===== src/rtl/fault_unit_pkg.sv =====
package fault_unit_pkg;
  localparam int MODE_W = 3;
  localparam int RAMP_W = 2;

  typedef enum logic [MODE_W-1:0] {
    FM_NONE      = 3'd0,
    FM_JUMP_WAIT = 3'd1,
    FM_JUMP_RUN  = 3'd2,
    FM_OPP_LOOP  = 3'd3,
    FM_OUT_OFF   = 3'd4,
    FM_DT_INSERT = 3'd5,
    FM_JUMP_ALT  = 3'd6,
    FM_HALT      = 3'd7
  } fault_mode_e;

  typedef enum logic [2:0] {
    ST_IDLE,
    ST_WAIT,
    ST_DRAIN,
    ST_LOOP,
    ST_SPENT,
    ST_HALT
  } ctrl_state_e;
endpackage


===== src/rtl/fault_filter.sv =====
module fault_filter #(
  parameter int FILT_LEN = 4
) (
  input  logic clk_i,
  input  logic rst_ni,
  input  logic raw_i,
  input  logic bypass_i,
  output logic filt_o
);
  localparam int SH_TOP = FILT_LEN - 1;

  logic [SH_TOP:0] sh_q;
  logic            filt_q;
  logic            all_one, all_zero;

  assign all_one  = (&sh_q) & raw_i;
  assign all_zero = ~(|sh_q) & ~raw_i;

  always_ff @(posedge clk_i or negedge rst_ni) begin
    if (!rst_ni) begin
      sh_q   <= '0;
      filt_q <= 1'b0;
    end else begin
      sh_q <= {sh_q[SH_TOP-1:0], raw_i};
      if (bypass_i)      filt_q <= raw_i;
      else if (all_one)  filt_q <= 1'b1;
      else if (all_zero) filt_q <= 1'b0;
    end
  end

  assign filt_o = filt_q;


  filt_backed_chk: assert property (@(posedge clk_i) disable iff (!rst_ni)
    (!$stable(filt_q) && !$past(bypass_i)) |-> ($past(raw_i) == filt_q && $past(raw_i, 2) == filt_q));
endmodule


===== src/rtl/fault_detect.sv =====
module fault_detect (
  input  logic clk_i,
  input  logic rst_ni,
  input  logic filt_i,
  input  logic act_high_i,
  input  logic enable_i,
  output logic act_o,
  output logic rise_o
);
  logic act_q;

  assign act_o  = enable_i & (act_high_i ? filt_i : ~filt_i);
  assign rise_o = act_o & ~act_q;

  always_ff @(posedge clk_i or negedge rst_ni) begin
    if (!rst_ni) act_q <= 1'b0;
    else         act_q <= act_o;
  end


  rise_single_chk: assert property (@(posedge clk_i) disable iff (!rst_ni)
    rise_o |=> !rise_o);
endmodule


===== src/rtl/fault_ctrl.sv =====
module fault_ctrl
  import fault_unit_pkg::*;
(
  input  logic              clk_i,
  input  logic              rst_ni,
  input  logic              act_i,
  input  logic              rise_i,
  input  logic              edge_rtg_i,
  input  logic [MODE_W-1:0] mode_i,
  input  logic [RAMP_W-1:0] ramp_i,
  input  logic              ramp_end_i,
  input  logic              run_set_i,
  input  logic              run_clr_i,
  output logic              jump_o,
  output logic [RAMP_W-1:0] jump_ramp_o,
  output logic              hold_o,
  output logic              off_o,
  output logic              restart_o,
  output logic              halt_o
);
  ctrl_state_e st_q, st_d;
  fault_mode_e mode;
  logic        side_q;
  logic        trig, jump_mode, loop_back;

  assign mode = fault_mode_e'(mode_i);
  assign trig = (st_q == ST_IDLE) & act_i & ~edge_rtg_i;

  always_comb begin
    jump_mode = 1'b0;
    unique case (mode)
      FM_JUMP_WAIT, FM_JUMP_RUN, FM_OPP_LOOP, FM_DT_INSERT, FM_JUMP_ALT: jump_mode = 1'b1;
      default: jump_mode = 1'b0;
    endcase
  end

  assign loop_back = (st_q == ST_LOOP) & act_i & ramp_end_i & (ramp_i == {side_q, 1'b1});

  always_comb begin
    st_d = st_q;
    unique case (st_q)
      ST_IDLE: if (trig) begin
        unique case (mode)
          FM_JUMP_WAIT, FM_JUMP_ALT: st_d = ST_WAIT;
          FM_JUMP_RUN:               st_d = ST_DRAIN;
          FM_OPP_LOOP:               st_d = ST_LOOP;
          FM_DT_INSERT:              st_d = ST_SPENT;
          FM_HALT:                   st_d = ST_HALT;
          default:                   st_d = ST_IDLE;
        endcase
      end
      ST_WAIT, ST_LOOP, ST_SPENT: if (!act_i) st_d = ST_IDLE;
      ST_DRAIN: begin
        if (!act_i)          st_d = ST_IDLE;
        else if (ramp_end_i) st_d = ST_WAIT;
      end
      ST_HALT: if (run_set_i) st_d = ST_IDLE;
      default: st_d = ST_IDLE;
    endcase
    if (run_clr_i) st_d = ST_HALT;
  end

  always_ff @(posedge clk_i or negedge rst_ni) begin
    if (!rst_ni) begin
      st_q   <= ST_IDLE;
      side_q <= 1'b0;
    end else begin
      st_q <= st_d;
      if (trig) side_q <= ~ramp_i[1];
    end
  end

  assign jump_o      = (trig & jump_mode) | loop_back;
  assign jump_ramp_o = (st_q == ST_IDLE) ? {~ramp_i[1], 1'b0} : {side_q, 1'b0};
  assign hold_o      = (st_q == ST_WAIT) | (st_q == ST_HALT) |
                       ((st_q == ST_DRAIN) & act_i & ramp_end_i);
  assign off_o       = (st_q == ST_HALT) | (trig & (mode == FM_OUT_OFF));
  assign restart_o   = (st_q == ST_IDLE) & edge_rtg_i & rise_i;
  assign halt_o      = (st_q == ST_HALT);


  cmd_excl_chk: assert property (@(posedge clk_i) disable iff (!rst_ni)
    $onehot0({jump_o, restart_o}));

  restart_no_hold_chk: assert property (@(posedge clk_i) disable iff (!rst_ni)
    restart_o |-> !hold_o);

  halt_sticky_chk: assert property (@(posedge clk_i) disable iff (!rst_ni)
    (halt_o && !run_set_i) |=> halt_o);

  halt_no_jump_chk: assert property (@(posedge clk_i) disable iff (!rst_ni)
    halt_o |-> !jump_o);

  run_clr_chk: assert property (@(posedge clk_i) disable iff (!rst_ni)
    run_clr_i |=> halt_o);

  wait_release_chk: assert property (@(posedge clk_i) disable iff (!rst_ni)
    (st_q == ST_WAIT && !act_i && !run_clr_i) |=> !hold_o);
endmodule


===== src/rtl/fault_input_unit.sv =====
module fault_input_unit
  import fault_unit_pkg::*;
#(
  parameter int FILT_LEN = 4
) (
  input  logic              clk_i,
  input  logic              rst_ni,
  input  logic              pin_i,
  input  logic              cmp_i,
  input  logic              src_sel_i,
  input  logic              bypass_i,
  input  logic              act_high_i,
  input  logic              enable_i,
  input  logic              edge_rtg_i,
  input  logic [MODE_W-1:0] mode_i,
  input  logic [RAMP_W-1:0] ramp_i,
  input  logic              ramp_end_i,
  input  logic              run_set_i,
  input  logic              run_clr_i,
  output logic              jump_o,
  output logic [RAMP_W-1:0] jump_ramp_o,
  output logic              hold_o,
  output logic              off_o,
  output logic              restart_o,
  output logic              halt_o
);
  logic raw, filt, act, rise;

  assign raw = src_sel_i ? cmp_i : pin_i;

  fault_filter #(.FILT_LEN(FILT_LEN)) u_filter (
    .clk_i, .rst_ni, .raw_i(raw), .bypass_i, .filt_o(filt)
  );

  fault_detect u_detect (
    .clk_i, .rst_ni, .filt_i(filt), .act_high_i, .enable_i,
    .act_o(act), .rise_o(rise)
  );

  fault_ctrl u_ctrl (
    .clk_i, .rst_ni, .act_i(act), .rise_i(rise), .edge_rtg_i, .mode_i,
    .ramp_i, .ramp_end_i, .run_set_i, .run_clr_i,
    .jump_o, .jump_ramp_o, .hold_o, .off_o, .restart_o, .halt_o
  );
endmodule


===== config.mk =====
export PLATFORM = sky130hd
export DESIGN_NAME = fault_input_unit
export DESIGN_NICKNAME = d
export VERILOG_FILES = /design/src/rtl/fault_unit_pkg.sv /design/src/rtl/fault_filter.sv /design/src/rtl/fault_detect.sv /design/src/rtl/fault_ctrl.sv /design/src/rtl/fault_input_unit.sv
export SDC_FILE = /design/constraint.sdc
export NUM_CORES = 1
export LEC_CHECK = 0
export ABC_AREA = 1
export BUFFER_PORTS_ARGS = -buffer_cell sky130_fd_sc_hd__buf_2
export CORE_MARGIN = 2
export CORE_UTILIZATION = 40
export CTS_CLUSTER_SIZE = 10
export DETAILED_ROUTE_END_ITERATION = 10
export PLACE_DENSITY = 0.66
export SYNTH_ARGS = -nofsm -noshare
export SYNTH_HDL_FRONTEND = slang
export SYNTH_HIERARCHICAL = 1
export SYNTH_SLANG_ARGS = --single-unit

===== constraint.sdc =====
create_clock -name clk_i -period 3.9 [get_ports clk_i]
set_clock_uncertainty 0.1 [all_clocks]
set_input_delay 0.195 -clock clk_i [delete_from_list [all_inputs] [get_ports clk_i]]
set_output_delay 0.195 -clock clk_i [all_outputs]
set_load 0.01 [all_outputs]

=== Word-level counts from Yosys, hierarchy flattened ===
Index checks and enable logic that the tools add are counted.
W data, S select, Z words.

* Input bits: 17
* Word-level logic and storage cells: 70
* Output and inout port bits: 7
* Bits in registers: 10

* Reduce and logical (&&, ||, !) cells: 8
* Bitwise logic cells: 25
* Equal/unequal tests: 17
* Multiplexer cells: 15

{| class="wikitable"
|+ Operators with widths
! cell !! number
|-
| $eq A3 B3 Y1 const B || 6
|-
| $mux W3 || 6
|-
| $and A1 B1 Y1 || 15
|-
| $pmux W3 S5 || 1
|-
| $eq A3 B2 Y1 const B || 4
|-
| $pmux W3 S4 || 1
|-
| $reduce_and A4 Y1 || 2
|-
| $eq A3 B1 Y1 const B || 2
|-
| $mux W1 || 6
|-
| $ne A3 B3 Y1 const B || 2
|-
| $not A1 Y1 || 6
|-
| $reduce_or A5 Y1 || 1
|-
| $ne A4 B4 Y1 const B || 1
|-
| $or A1 B1 Y1 || 4
|-
| $reduce_or A4 Y1 || 1
|-
| $logic_not A3 Y1 || 1
|-
| $ne A3 B2 Y1 const B || 1
|-
| $reduce_bool A3 Y1 || 1
|-
| $reduce_or A3 Y1 || 1
|-
| $eq A2 B2 Y1 || 1
|-
| $mux W2 || 1
|-
| $reduce_or A2 Y1 || 1
|}

=== Depth between registers and ports, before layout ===
* Depth in word-level cells: 8
* Gate-level depth with buffers: 12

=== Hierarchy ===
Netlist, hierarchy kept.

{| class="wikitable"
|+ Modules (own cells, without submodules)
! module !! sequential area each (um^2) !! times used !! cells each !! area each (um^2)
|-
| fault_ctrl || 100.1 || 1 || 74 || 434.2
|-
| fault_filter || 125.1 || 1 || 17 || 175.2
|-
| fault_detect || 25.0 || 1 || 8 || 60.1
|-
| fault_input_unit || 0.0 || 1 || 4 || 15.0
|}

=== Least setup slack after synthesis ===
No wires, ideal clock.

* Path kind: flip-flop to output port
* Start: register u_filter.filt_q (netlist: u_filter/filt_o)
* End: output jump_o
* Arrival time: 1.102 ns
* Cell stages (with the launch flop): 8
* Path slack: 2.503 ns
* Path through: dfrtp_1 -> nand2_1 -> nand3_2 -> inv_1 -> inv_1 -> nor3_4 -> o211ai_1 -> nand2_1

* Longest elaborated chain between the ends: 7
* Elaborated cells on any way between the ends: 10
* Classes of those cells: mux: 1; bitwise: 9

{| class="wikitable"
|+ RTL lines
! item !! line !! source
|-
| from (decl) || fault_filter.sv:13 || <nowiki>logic filt_q;</nowiki>
|-
| from (signal assigned) || fault_filter.sv:25 || <nowiki>if (bypass_i) filt_q <= raw_i;</nowiki>
|-
| $not A1 Y1 || fault_detect.sv:12 || <nowiki>assign act_o = enable_i & (act_high_i ? filt_i : ~filt_i);</nowiki>
|-
| $mux W1 (*) || fault_detect.sv:12 ||
|-
| $and A1 B1 Y1 (*) || fault_detect.sv:12 ||
|-
| net act || fault_input_unit.sv:27 || <nowiki>logic raw, filt, act, rise;</nowiki>
|-
| $and A1 B1 Y1, on equally long branches (2 in a row) || fault_ctrl.sv:27, fault_ctrl.sv:37 ||
|-
| $and A1 B1 Y1, on equally long branches || fault_ctrl.sv:73, fault_ctrl.sv:37 ||
|-
| $or A1 B1 Y1 (*) || fault_ctrl.sv:73 || <nowiki>assign jump_o = (trig & jump_mode) | loop_back;</nowiki>
|-
| to (decl) || fault_input_unit.sv:20 || <nowiki>output logic jump_o,</nowiki>
|}

Mark *: on every way through the listed nets, which the timed path passes. The rest lies on a longest branch.

=== Worst setup path in the final report ===
Same ends and word-level chain as after synthesis.

==> impl_metrics.py <==
metrics = {
    "global_route": {
        "gr-usage-all-layers_pct": 16.4,
        "grt-ovfl-total": 0,
        "grt_max_degree": 11,
        "antenna_found_initial": 0,
        "grt_pass1_vias": 628,
        "grt_pass1_wl_microns": 2410,
    },
    "critical_path": {
        "worstSetupPathType": "flip-flop to output pin",
        "worstSetupEndpointType": "output pin",
        "crit_fanout": 4,
        "slowest_stage": "dfrtp_1",
        "crit_chain": "nand2_1, nand3_2, inv_1, inv_1, nor3_4, o211ai_1, nand2_1, buf_2",
        "cp.arrival_ns": 1.54,
        "crit_required_ns": 3.61,
        "crit_path_max_incr_delay_ns": 0.39,
        "startpoint_type": "flip-flop",
    },
    "floorplan": {
        "io-pin-count": 24,
        "rows": 14,
        "dieHeight_microns": 45.4,
        "fp.dieW_microns": 45.4,
        "initial_core_util_pct": 43.9,
        "coreArea_sq_um": 1560,
        "dieArea_sq_um": 2060,
    },
    "yosys": {
        "ys_seq_area_share_pct": 36.6,
        "ys_dominant_reg_cell": "dfrtp_1",
        "yosys.area_share.simple_pct": 43.3,
        "muxShareOfSynthArea_pct": 0,
        "synthTopCellsByArea": "dfrtp_1 (37%), nand2_1 (17%), inv_1 (8.2%)",
        "synth-xor-area-share_pct": 1.28,
        "netlist_top_cells_count": "nand2_1 (31), inv_1 (15), nor2_1 (12)",
        "synth-edff-count": 0,
        "synth_seq_cells": 10,
        "async_flop_share_pct": 100,
        "synth_top_family_by_area": "simple AND/OR/NAND/NOR gates",
        "yosys.area.top_type_share_pct": 36.6,
        "avgSynthCellArea_sq_um": 6.64,
        "synth_cells": 103,
        "synth_compound_area_share_pct": 7.31,
        "synthAdderAreaFrac_pct": 0,
        "syn_area_sq_um": 684,
        "ys_warn_count": 6,
        "synth_top_area_cell": "dfrtp_1",
        "synth_most_common_cell": "nand2_1",
        "synth_cell_types": 21,
        "syn-num-nets": 120,
    },
    "place": {
        "dpl-instance-area_sq_um": 807,
        "place_congestion": 0.760,
        "dp_hpwl_microns": 1190,
        "io_buffer_count": 22,
    },
    "pwr": {
        "p_leak_nw": 0.494,
        "pwr_density_cell_nw_per_um2": 511,
        "ir_drop_uv": 372,
    },
    "detailed_routing": {
        "avgViaCountPerCell": 4.80,
        "wl_microns": 1380,
        "post_drt_wl_per_cell_microns": 9.52,
        "drcViolationCount": 0,
        "drt_iter0_markers": 16,
        "antenna_left": 0,
        "vias": 696,
        "drtPass1Iterations": 4,
    },
    "timing": {
        "setup_viol_count_final": 0,
        "period_share_pct": 47.0,
        "min_period_ns": 1.83,
        "fin_tns_setup_ns": 0,
        "hold_violations": 0,
        "maxSlewViolCount": 0,
        "clock.fmax_mhz": 546,
        "rsz0062_at_grt": "no",
    },
    "cells_and_area": {
        "n_fill_cell": 163,
        "drive_above_1_share_pct": 31.0,
        "fin_util_pct": 54.7,
        "syn_to_final_growth_pct": 24.7,
        "nets": 147,
        "design_area_sq_um": 853,
        "num_antenna_cells": 0,
    },
    "clock_tree": {
        "clockBufferDepth": 2,
        "cts_root_buf": "clkbuf_4",
        "clock_latency_ns": 0.26,
        "cts-resized-gates": 0,
        "numCtsBuffers": 3,
        "cts_tree": "done",
        "h-tree-depth": 1,
        "clkSinkCount": 10,
        "cts.clk_slew.worst_paths_ns": 0.07,
    },
    "job": {
        "max_cap_violations": 0,
    },
    "hold_path": {
        "hold_path_class": "input pin to flip-flop",
    },
    "run_status": {
        "status": "finished clean",
    },
}
## cell usage in the layout (no fill, tap or decap)
master         count
nand2_1           31
buf_2             22
inv_1             15
nor2_1            12
dfrtp_1           10
nand3_1            6
nor2_2             5
clkbuf_4           3
inv_2              3
nand2_2            3
o21ai_1            3
nor3_1             2
a21oi_1            2
o21ai_0            2
clkbuf_8           1
dlygate4sd3_1      1
o31ai_1            1
nor3_4             1
o211ai_1           1
xnor2_1            1
nor2_4             1
conb_1             1
nand3_2            1
nand3b_1           1
## routing by layer
layer	global-route usage, %	routed length [microns]
met3	6.40	74
met4	1.76	0
met5	0	0
met2	30.6	669
met1	17.9	636
## worst paths after layout
kind	startpoint	endpoint	slack, ns	depth (start not counted)
hold / removal	ramp_i[1]	u_ctrl/side_q	0.04	2
hold reg to reg	u_filter/sh_q[1]	u_filter/sh_q[2]	0.30	0
max in group asynchronous	rst_ni	u_ctrl/st_q[2]	3.29	2
setup reg to reg	u_filter/filt_o	u_ctrl/st_q[2]	2.45	12
min in group asynchronous	rst_ni	u_filter/sh_q[3]	0.22	2
setup / recovery	u_filter/filt_o	jump_o	2.07	8
## where the power goes
part	total (mW)	switching [mW]	internal [mW]
clock network	0.0918	0.0351	0.0566
registers	0.149	0.0237	0.126
logic	0.195	0.121	0.0740
## state kept, by name, indices dropped and copies added, names as in the netlist
| name | flops |
|---|---|
| u_filter/filt_o | 1 |
| u_ctrl/st_q | 3 |
| u_filter/sh_q | 4 |
| u_ctrl/side_q | 1 |
| u_detect/act_q | 1 |
## final cells by class
| class | instances | area [sq um] | area share, % |
|---|---|---|---|
| multi-input cells | 74 | 359 | 42.1 |
| flip-flops and latches | 10 | 250 | 29.3 |
| repair buffers | 23 | 120 | 14.1 |
| inverters | 18 | 67.6 | 7.92 |
| clock buffers | 4 | 36.3 | 4.25 |
| well taps | 16 | 20.0 | 2.35 |
## metrics by stage
step           worst slack, ns  hold WS, ns  cells  total power, mW
2_1_floorplan             2.50       -0.201    103            0.287
3_3_place_gp              2.37      -0.0361    140            0.343
3_5_place_dp              2.34      -0.0327    140            0.349
4_1_cts                   2.05       0.0385    145            0.445
5_1_grt                   1.92       0.0401    145            0.476
6_report                  2.07       0.0437    145            0.436
## critical path, delay by kind of cell, from the launching register on
kind | cells | cell delay (ns)
simple gates | 4 | 0.47
flops | 1 | 0.39
buf+inv | 3 | 0.30
compound gates | 1 | 0.12
## cell families after synthesis
logic type / count (synthesis)
xor+xnor: 1
buf+inv: 19
compound gates: 9
simple gates: 63
flops: 10
other cells: 1
## repair_timing
item                                   in CTS  in global routing
hold buffers                                1                  0
setup buffers                               0                  0
endpoints found under the hold margin      10                  0
setup endpoints to repair                   0                  0
No activity file was read; power rests on OpenSTA's default activity.
